<file path="src/rtl/tmq_pkg.sv">
`timescale 1ns/1ps
package tmq_pkg;

    // Width of a formatted trace message body
    localparam int PAYLOAD_W = 32;
    // Number of distinct message sources
    localparam int NTYPE     = 4;
    localparam int TYPE_W    = $clog2(NTYPE);

    typedef enum logic [TYPE_W-1:0] {
        MT_DATA   = 2'd0,
        MT_WPT    = 2'd1,
        MT_OWNER  = 2'd2,
        MT_BRANCH = 2'd3
    } msg_type_e;

    typedef enum logic [1:0] {
        Q_RUN    = 2'd0,
        Q_DRAIN  = 2'd1,
        Q_INJECT = 2'd2
    } q_state_e;

    typedef logic [NTYPE-1:0] type_mask_t;

    typedef struct packed {
        logic                 is_err;
        msg_type_e            mtype;
        logic [PAYLOAD_W-1:0] payload;
    } q_entry_t;

    // Ordinary message entry
    function automatic q_entry_t make_msg(msg_type_e t, logic [PAYLOAD_W-1:0] p);
        q_entry_t e;
        e.is_err  = 1'b0;
        e.mtype   = t;
        e.payload = p;
        return e;
    endfunction

    // Error entry: dropped-type mask in the low payload bits
    function automatic q_entry_t make_err(type_mask_t m);
        q_entry_t e;
        e                    = '0;
        e.is_err             = 1'b1;
        e.mtype              = MT_DATA;
        e.payload[NTYPE-1:0] = m;
        return e;
    endfunction

endpackage

</file>
<file path="src/rtl/tmq_ptrs.sv">
`timescale 1ns/1ps
// Read/write pointers with one extra wrap bit; DEPTH must be a power of two, at least 2.
module tmq_ptrs #(
    parameter int DEPTH  = 8,
    parameter int ADDR_W = $clog2(DEPTH)
) (
    input  logic              clk,
    input  logic              rst,
    input  logic              wr_en,
    input  logic              rd_en,
    output logic [ADDR_W-1:0] wr_idx,
    output logic [ADDR_W-1:0] rd_idx,
    output logic              full,
    output logic              empty
);
    localparam int PTR_W = ADDR_W + 1;

    logic [PTR_W-1:0] wr_ptr;
    logic [PTR_W-1:0] rd_ptr;

    always_ff @(posedge clk) begin
        if (rst) begin
            wr_ptr <= '0;
        end else if (wr_en) begin
            wr_ptr <= wr_ptr + PTR_W'(1);
        end
    end

    always_ff @(posedge clk) begin
        if (rst) begin
            rd_ptr <= '0;
        end else if (rd_en) begin
            rd_ptr <= rd_ptr + PTR_W'(1);
        end
    end

    assign wr_idx = wr_ptr[ADDR_W-1:0];
    assign rd_idx = rd_ptr[ADDR_W-1:0];
    assign empty  = (wr_ptr == rd_ptr);
    assign full   = (wr_ptr[ADDR_W] != rd_ptr[ADDR_W]) &&
                    (wr_ptr[ADDR_W-1:0] == rd_ptr[ADDR_W-1:0]);

endmodule

</file>
<file path="src/rtl/tmq_store.sv">
`timescale 1ns/1ps
// Entry storage: registered write, combinational read of the head.
module tmq_store
    import tmq_pkg::*;
#(
    parameter int DEPTH  = 8,
    parameter int ADDR_W = $clog2(DEPTH)
) (
    input  logic              clk,
    input  logic              wr_en,
    input  logic [ADDR_W-1:0] wr_idx,
    input  q_entry_t          wr_data,
    input  logic [ADDR_W-1:0] rd_idx,
    output q_entry_t          rd_data
);
    q_entry_t mem [DEPTH];

    always_ff @(posedge clk) begin
        if (wr_en) begin
            mem[wr_idx] <= wr_data;
        end
    end

    assign rd_data = mem[rd_idx];

endmodule

</file>
<file path="src/rtl/tmq_ovr_ctrl.sv">
`timescale 1ns/1ps
// Overrun controller: normal / discard / error-insert sequencing and dropped-type record.
module tmq_ovr_ctrl
    import tmq_pkg::*;
(
    input  logic       clk,
    input  logic       rst,
    input  logic       in_valid,
    input  msg_type_e  in_type,
    input  logic       full,
    input  logic       empty,
    output logic       in_ready,
    output logic       wr_en,
    output logic       wr_is_err,
    output type_mask_t err_mask,
    output logic       ovr_pulse,
    output q_state_e   st
);
    q_state_e   st_n;
    logic       discard;
    logic       trigger;
    logic       ovr_q;
    type_mask_t rec_q;

    // A push to a full queue in normal mode opens a discard period
    assign trigger = (st == Q_RUN) && in_valid && full;
    assign discard = trigger || ((st == Q_DRAIN) && in_valid);

    always_comb begin
        st_n      = st;
        in_ready  = 1'b1;
        wr_en     = 1'b0;
        wr_is_err = 1'b0;
        unique case (st)
            Q_RUN: begin
                if (trigger) begin
                    st_n = Q_DRAIN;
                end else if (in_valid) begin
                    wr_en = 1'b1;
                end
            end
            Q_DRAIN: begin
                if (empty) begin
                    st_n = Q_INJECT;
                end
            end
            Q_INJECT: begin
                in_ready  = 1'b0;
                wr_en     = 1'b1;
                wr_is_err = 1'b1;
                st_n      = Q_RUN;
            end
            default: begin
                st_n = Q_RUN;
            end
        endcase
    end

    always_ff @(posedge clk) begin
        if (rst) begin
            st    <= Q_RUN;
            ovr_q <= 1'b0;
        end else begin
            st    <= st_n;
            ovr_q <= trigger;
        end
    end

    // One sticky bit per source type; cleared when the error entry is written
    for (genvar g = 0; g < NTYPE; g++) begin : g_rec
        logic hit;
        assign hit = discard && (in_type == msg_type_e'(g));
        always_ff @(posedge clk) begin
            if (rst || (st == Q_INJECT)) begin
                rec_q[g] <= 1'b0;
            end else if (hit) begin
                rec_q[g] <= 1'b1;
            end
        end
    end

    assign err_mask  = rec_q;
    assign ovr_pulse = ovr_q;

endmodule

</file>
<file path="src/rtl/trace_msg_queue.sv">
`timescale 1ns/1ps
module trace_msg_queue
    import tmq_pkg::*;
#(
    parameter int DEPTH = 8
) (
    input  logic                 clk,
    input  logic                 rst,
    input  logic                 in_valid,
    output logic                 in_ready,
    input  logic [TYPE_W-1:0]    in_type,
    input  logic [PAYLOAD_W-1:0] in_payload,
    output logic                 out_valid,
    input  logic                 out_ready,
    output logic                 out_is_err,
    output logic [TYPE_W-1:0]    out_type,
    output logic [PAYLOAD_W-1:0] out_payload,
    output logic                 ovr_pulse
);
    localparam int ADDR_W = $clog2(DEPTH);

    logic              wr_en;
    logic              wr_is_err;
    logic              rd_en;
    logic              full;
    logic              empty;
    logic [ADDR_W-1:0] wr_idx;
    logic [ADDR_W-1:0] rd_idx;
    type_mask_t        err_mask;
    q_state_e          st;
    q_entry_t          wr_data;
    q_entry_t          head;

    tmq_ovr_ctrl u_ctrl (
        .clk       (clk),
        .rst       (rst),
        .in_valid  (in_valid),
        .in_type   (msg_type_e'(in_type)),
        .full      (full),
        .empty     (empty),
        .in_ready  (in_ready),
        .wr_en     (wr_en),
        .wr_is_err (wr_is_err),
        .err_mask  (err_mask),
        .ovr_pulse (ovr_pulse),
        .st        (st)
    );

    tmq_ptrs #(.DEPTH(DEPTH), .ADDR_W(ADDR_W)) u_ptrs (
        .clk    (clk),
        .rst    (rst),
        .wr_en  (wr_en),
        .rd_en  (rd_en),
        .wr_idx (wr_idx),
        .rd_idx (rd_idx),
        .full   (full),
        .empty  (empty)
    );

    assign wr_data = wr_is_err ? make_err(err_mask)
                               : make_msg(msg_type_e'(in_type), in_payload);

    tmq_store #(.DEPTH(DEPTH), .ADDR_W(ADDR_W)) u_store (
        .clk     (clk),
        .wr_en   (wr_en),
        .wr_idx  (wr_idx),
        .wr_data (wr_data),
        .rd_idx  (rd_idx),
        .rd_data (head)
    );

    assign out_valid   = !empty;
    assign rd_en       = out_valid && out_ready;
    assign out_is_err  = head.is_err;
    assign out_type    = head.mtype;
    assign out_payload = head.payload;

endmodule

</file>
<file path="config.mk">
export PLATFORM = sky130hd
export DESIGN_NAME = trace_msg_queue
export DESIGN_NICKNAME = d
export VERILOG_FILES = /design/src/rtl/tmq_pkg.sv /design/src/rtl/tmq_ptrs.sv /design/src/rtl/tmq_store.sv /design/src/rtl/tmq_ovr_ctrl.sv /design/src/rtl/trace_msg_queue.sv
export SDC_FILE = /design/constraint.sdc
export NUM_CORES = 1
export LEC_CHECK = 0
export BUFFER_PORTS_ARGS = -buffer_cell sky130_fd_sc_hd__buf_2
export CAP_MARGIN = 20
export CORE_UTILIZATION = 30
export CTS_CLUSTER_DIAMETER = 60
export CTS_CLUSTER_SIZE = 14
export DETAILED_ROUTE_END_ITERATION = 8
export SLEW_MARGIN = 10
export SYNTH_ARGS = -nofsm -noshare
export SYNTH_HDL_FRONTEND = slang
export SYNTH_SLANG_ARGS = --single-unit
</file>
<file path="constraint.sdc">
create_clock -name clk -period 17.95 [get_ports clk]
set_input_delay 4.4875 -clock clk [delete_from_list [all_inputs] [get_ports clk]]
set_output_delay 4.4875 -clock clk [all_outputs]
set_load 0.005 [all_outputs]
</file>
After elaboration in Yosys (flattened, before gate mapping). Memory sizes are Yosys's and may differ from the RTL's. A register that Yosys moved wholly into a read port is not among the register bits. Cells that the tools add are included. Widths: inputs -> output; s select.

RAM bits: 280. Memories kept: 1. Bits in registers: 15. Input bits: 38. Word-level logic and storage cells: 49.

Reductions and logical operators: 15. $add $sub $neg: 2. Muxes and demuxes: 13. Eq/ne operators: 10.

Memories: u_store.mem (depth 8, width 35, rd ports 1, clocked after Yosys merged registers in 1, wr ports 1, line tmq_store.sv:16) `q_entry_t mem [DEPTH];`.

Operator list (number): $mux 35 (1); $logic_and 1x1->1 (9); $add 4x1->4 const B (2); $eq 2x2->1 const B (3); $mux 1 (6); $mux 3 (2); $eq 2x1->1 const B (2); $eq 4x4->1 (1); $logic_not 2->1 (2); $mux 2 (2); $pmux 2 s2 (1); $eq 3x3->1 (1); $logic_or 1x1->1 (2); $ne 2x1->1 const B (1); $ne 2x2->1 const B (1); $pmux 1 s2 (1); $reduce_and 2->1 (1); $logic_not 1->1 (1); $ne 1x1->1 (1).

Depth between registers and ports, before layout.
Word-level depth: 7. Depth in mapped cells: 5. Depth with buffers taken out: 5.

Hierarchy. A second synthesis with hierarchy kept.

Cell total of the unflattened synthesis: 530. Area total of the unflattened synthesis: 11871.4 um^2.

Modules (own cells, without submodules): tmq_store (seq. area each 8408.1 um^2, area an instance 10835.4 um^2, times used 1, cells an instance 418); tmq_ptrs (seq. area each 160.2 um^2, area an instance 457.9 um^2, times used 1, cells an instance 45); trace_msg_queue (seq. area each 0.0 um^2, area an instance 302.8 um^2, times used 1, cells an instance 40); tmq_ovr_ctrl (seq. area each 140.1 um^2, area an instance 275.3 um^2, times used 1, cells an instance 27).

Worst setup path before layout. No wires, ideal clock.

Path kind: input to register. From: input in_valid. To: memory u_store.mem[4][0] in the netlist's numbering (enable). Data arrival time: 8.662 ns. Data required time: 17.422 ns. Cell stages on the path: 3. Buffers on the path: 0. Path slack: 8.760 ns. Cell sequence: nor3b_1 a21oi_2 nor4b_1.

Longest elaborated chain between the ends: 6. Elaborated cells between the ends (all ways): 7.

RTL lines: start: declaration (line trace_msg_queue.sv:9) `input logic in_valid,`; $logic_and 1x1->1 (2 in a row) (line tmq_ovr_ctrl.sv:26) `assign trigger = (st == Q_RUN) && in_valid && full;`; $mux 1 (*) (line tmq_ovr_ctrl.sv:36) `if (trigger) begin`; $pmux 1 s2 (*) (line tmq_ovr_ctrl.sv:34) `unique case (st)`; $mux 1 (*) (line tmq_store.sv:19) `if (wr_en) begin`; $mux 1 (not written as such) (*) (line tmq_store.sv:20) `mem[wr_idx] <= wr_data;`; end: declaration (line tmq_store.sv:16).

Every way passes the cells marked *; elsewhere a longest branch is shown, timed or not.

==> metrics.txt <==
Setup TNS 0 ns; largest net degree at the start of global routing between 70 and 80; Logic pwr share 0.124; crit end category output port; core area 37930 µm²; Async SR Flop Fraction 0; DP HPWL approximately 13 mm; Syn. warnings 0; PortBufs 75; Sequential Power Share 0.529; layout net count 678; Post-synth EDFFs 280; clock-pin slew on the worst setup and hold paths ~0.06 ns; Worst R2R Start u_ctrl.st[0]; Setup-failing EPs final 0; # diodes 0; CTS Buf Count 27; GRT Total Usage 0.1253; max-cap check violation count 0; Min-Delay Path Class reg2reg; Vias 5396; global placer's final weighted congestion roughly 0.7; sw frac 0.2278; sequential element share of the synthesized area 0.7540; DRC viols 0; Syn Inst Count about 550; # hold bufs at CTS 0; Rows 71; Slew @ Worst Pin approximately 1.1 ns; Top Ports 76; required time worst endpoint 13.46 ns; Final Hold Viols 0; max_slew headroom 0.2810; leakage approximately 4.2 nW; final wirelength 24.01 mm; synth unique cells 34; top post-synthesis cells by area edfxtp_1 72%, mux4_2 14%, mux2_2 3.5%, dfxtp_1 3.1%, and2_1 1.6%; crit start category flip-flop; VDD IR max 0.07075 mV; CTS H-tree depth 1; fraction of layout cells with a size suffix above 1 0.3712; Gates resized, CTS repair 0; clock share of power 0.347; hold path start u_ctrl.err_mask[2]; multi-input logic area between 2000 and 3000 µm²; Primary FF master, synth edfxtp_1; root buffer cell clkbuf_16; RSZ-0062 raised after global routing no; Die H 198.9 µm; DRT iter0 DRCs 441; hold path cells 2; Worst Setup Path Type reg2out; initial core utilization 0.3066; clock sinks 298; Fill cells 3537; grt total ovfl 0; Power Density 113.0 nW/µm²; post-synth top area share 0.7230; Routed Antenna Nets 0; Fin Clk Skew 0.01310 ns; CTS max path bufs 3; Post-Syn Nets 593; most area-hungry cell type in the Yosys netlist edfxtp_1; Avg Inst Size Synth 21.03 µm²; setup ws final 10.33 ns; f_max around 0.13 GHz; cell internal pwr 1.173 mW; vias in the first global route 5849; WL per Instance ~21 µm; Register Area 8777 µm²; pre-CTS setup slack 10.77 ns; antenna violations before repair 1; post-CTS setup buffer count 0; Area Growth Syn to Fin 15.61%; cell with the most instances after synthesis edfxtp_1; Commonest cells post-synth 280 x edfxtp_1, 70 x mux4_2, 36 x mux2_2, 30 x and2_1, 21 x clkbuf_1; status finished clean; first-pass GRT wire length 36.44 mm; switching pwr approximately 350 µW; final core utilization 0.3544; Via-to-Cell Ratio 4.640; mapped cell area ~12000 µm²; Die X 198.9 µm; period utilization 0.4247; worst skew pair latency 0.54 ns; Reg2Reg Depth 6; critical path fanouts, max 47; DIE AREA 39550 µm²; arrival time at the worst endpoint 3.14 ns; drt pass-1 iters 4; Final Slew Violations 0; Final Critical Period 7.624 ns; CTS tree done; Synth Register Bits slightly below 300
-- registers in the layout (all words and copies together) (netlist names), named ones only --
register and cells:
u_ctrl.st 2, u_ptrs.wr_ptr 4, u_store.mem 280, u_ctrl.ovr_pulse 1
u_ctrl.err_mask 4, u_ptrs.rd_ptr 4
-- logic make-up (layout without fill, tap and decap cells) --
group	after synthesis	count (layout)	synth area share
xor gates and xnor gates	9	9	0.006778
and+or+nand+nor	87	87	0.04282
buffers and inverters	32	131	0.01119
AOI/OAI and AO/OA	18	18	0.01130
adders and majority gates	2	2	0.002152
DFF	298	298	0.7540
muxes	107	107	0.1717
-- per-stage QoR --
step           cells  hold slack [ns]  area [µm²]  power (mW)
4_1_cts         1163           0.5133       13440       1.541
3_5_place_dp    1120           0.5000       12650       1.014
2_1_floorplan    553           0.4689       11630      0.9478
3_3_place_gp    1120           0.5016       12650       1.013
5_1_grt         1163           0.5571       13440       1.581
6_report        1163           0.5121       13440       1.519
-- critical path, cell delays in order (launching register included) --
cell and delay (ns):
dfxtp_4 0.67, buf_4 0.84, mux4_2 0.59, mux2_2 0.33
buf_2 0.15
-- final timing paths --
kind	end	slack (ns)
max	out_type[1]	10.33
min	u_ctrl.err_mask[2]	0.51
max reg2reg	u_store.mem[6][26]	14.90
min reg2reg	u_ctrl.err_mask[2]	0.51
-- power groups by stage --
| stage | Sequential (mW) | Combinational [mW] | Clock (mW) |
|---|---|---|---|
| 2_1_floorplan | 0.800 | 0.148 | 0 |
| 3_3_place_gp | 0.819 | 0.193 | 0 |
| 3_5_place_dp | 0.820 | 0.194 | 0 |
| 4_1_cts | 0.805 | 0.195 | 0.541 |
| 5_1_grt | 0.808 | 0.207 | 0.566 |
| 6_report | 0.804 | 0.188 | 0.528 |
-- per-layer routing --
| metal | wire [µm] | GRT usage | vias up | share of wire |
|---|---|---|---|---|
| met5 | 0 | 0 | - | 0 |
| met4 | 387 | 0.02792 | 0 | 0.016 |
| met3 | 1188 | 0.01950 | 30 | 0.049 |
| met2 | 11360 | 0.1997 | 131 | 0.47 |
| met1 | 11070 | 0.1801 | 2820 | 0.46 |
| li1 | - | - | 2415 | - |
-- placed cells by master, fill, tap and decap left out, types with 3 or more instances in the layout --
cell type  instances
and2_1            30
nor3b_1            4
buf_2             75
nor2b_1            3
mux2_2            36
dfxtp_1           15
nor3_1             5
nand2_1           17
edfxtp_1         280
clkbuf_16         28
buf_4             11
xnor2_1            4
nor2_1             8
clkbuf_1           7
mux4_2            70
nand2b_1           3
nand3_1            3
o21ai_0            3
a21oi_1            7
nor4b_2            3
xor2_1             5
-- area by class of cell --
class	count	share of cell area
tap	511	0.04756
inverter	2	0.0005584
clock inverter	8	0.004839
sequential	298	0.6529
timing repair buffer	86	0.03406
multi-input combinational	223	0.2061
clock buffer	35	0.05407
Note: power is estimated with default switching activity, not from simulation.
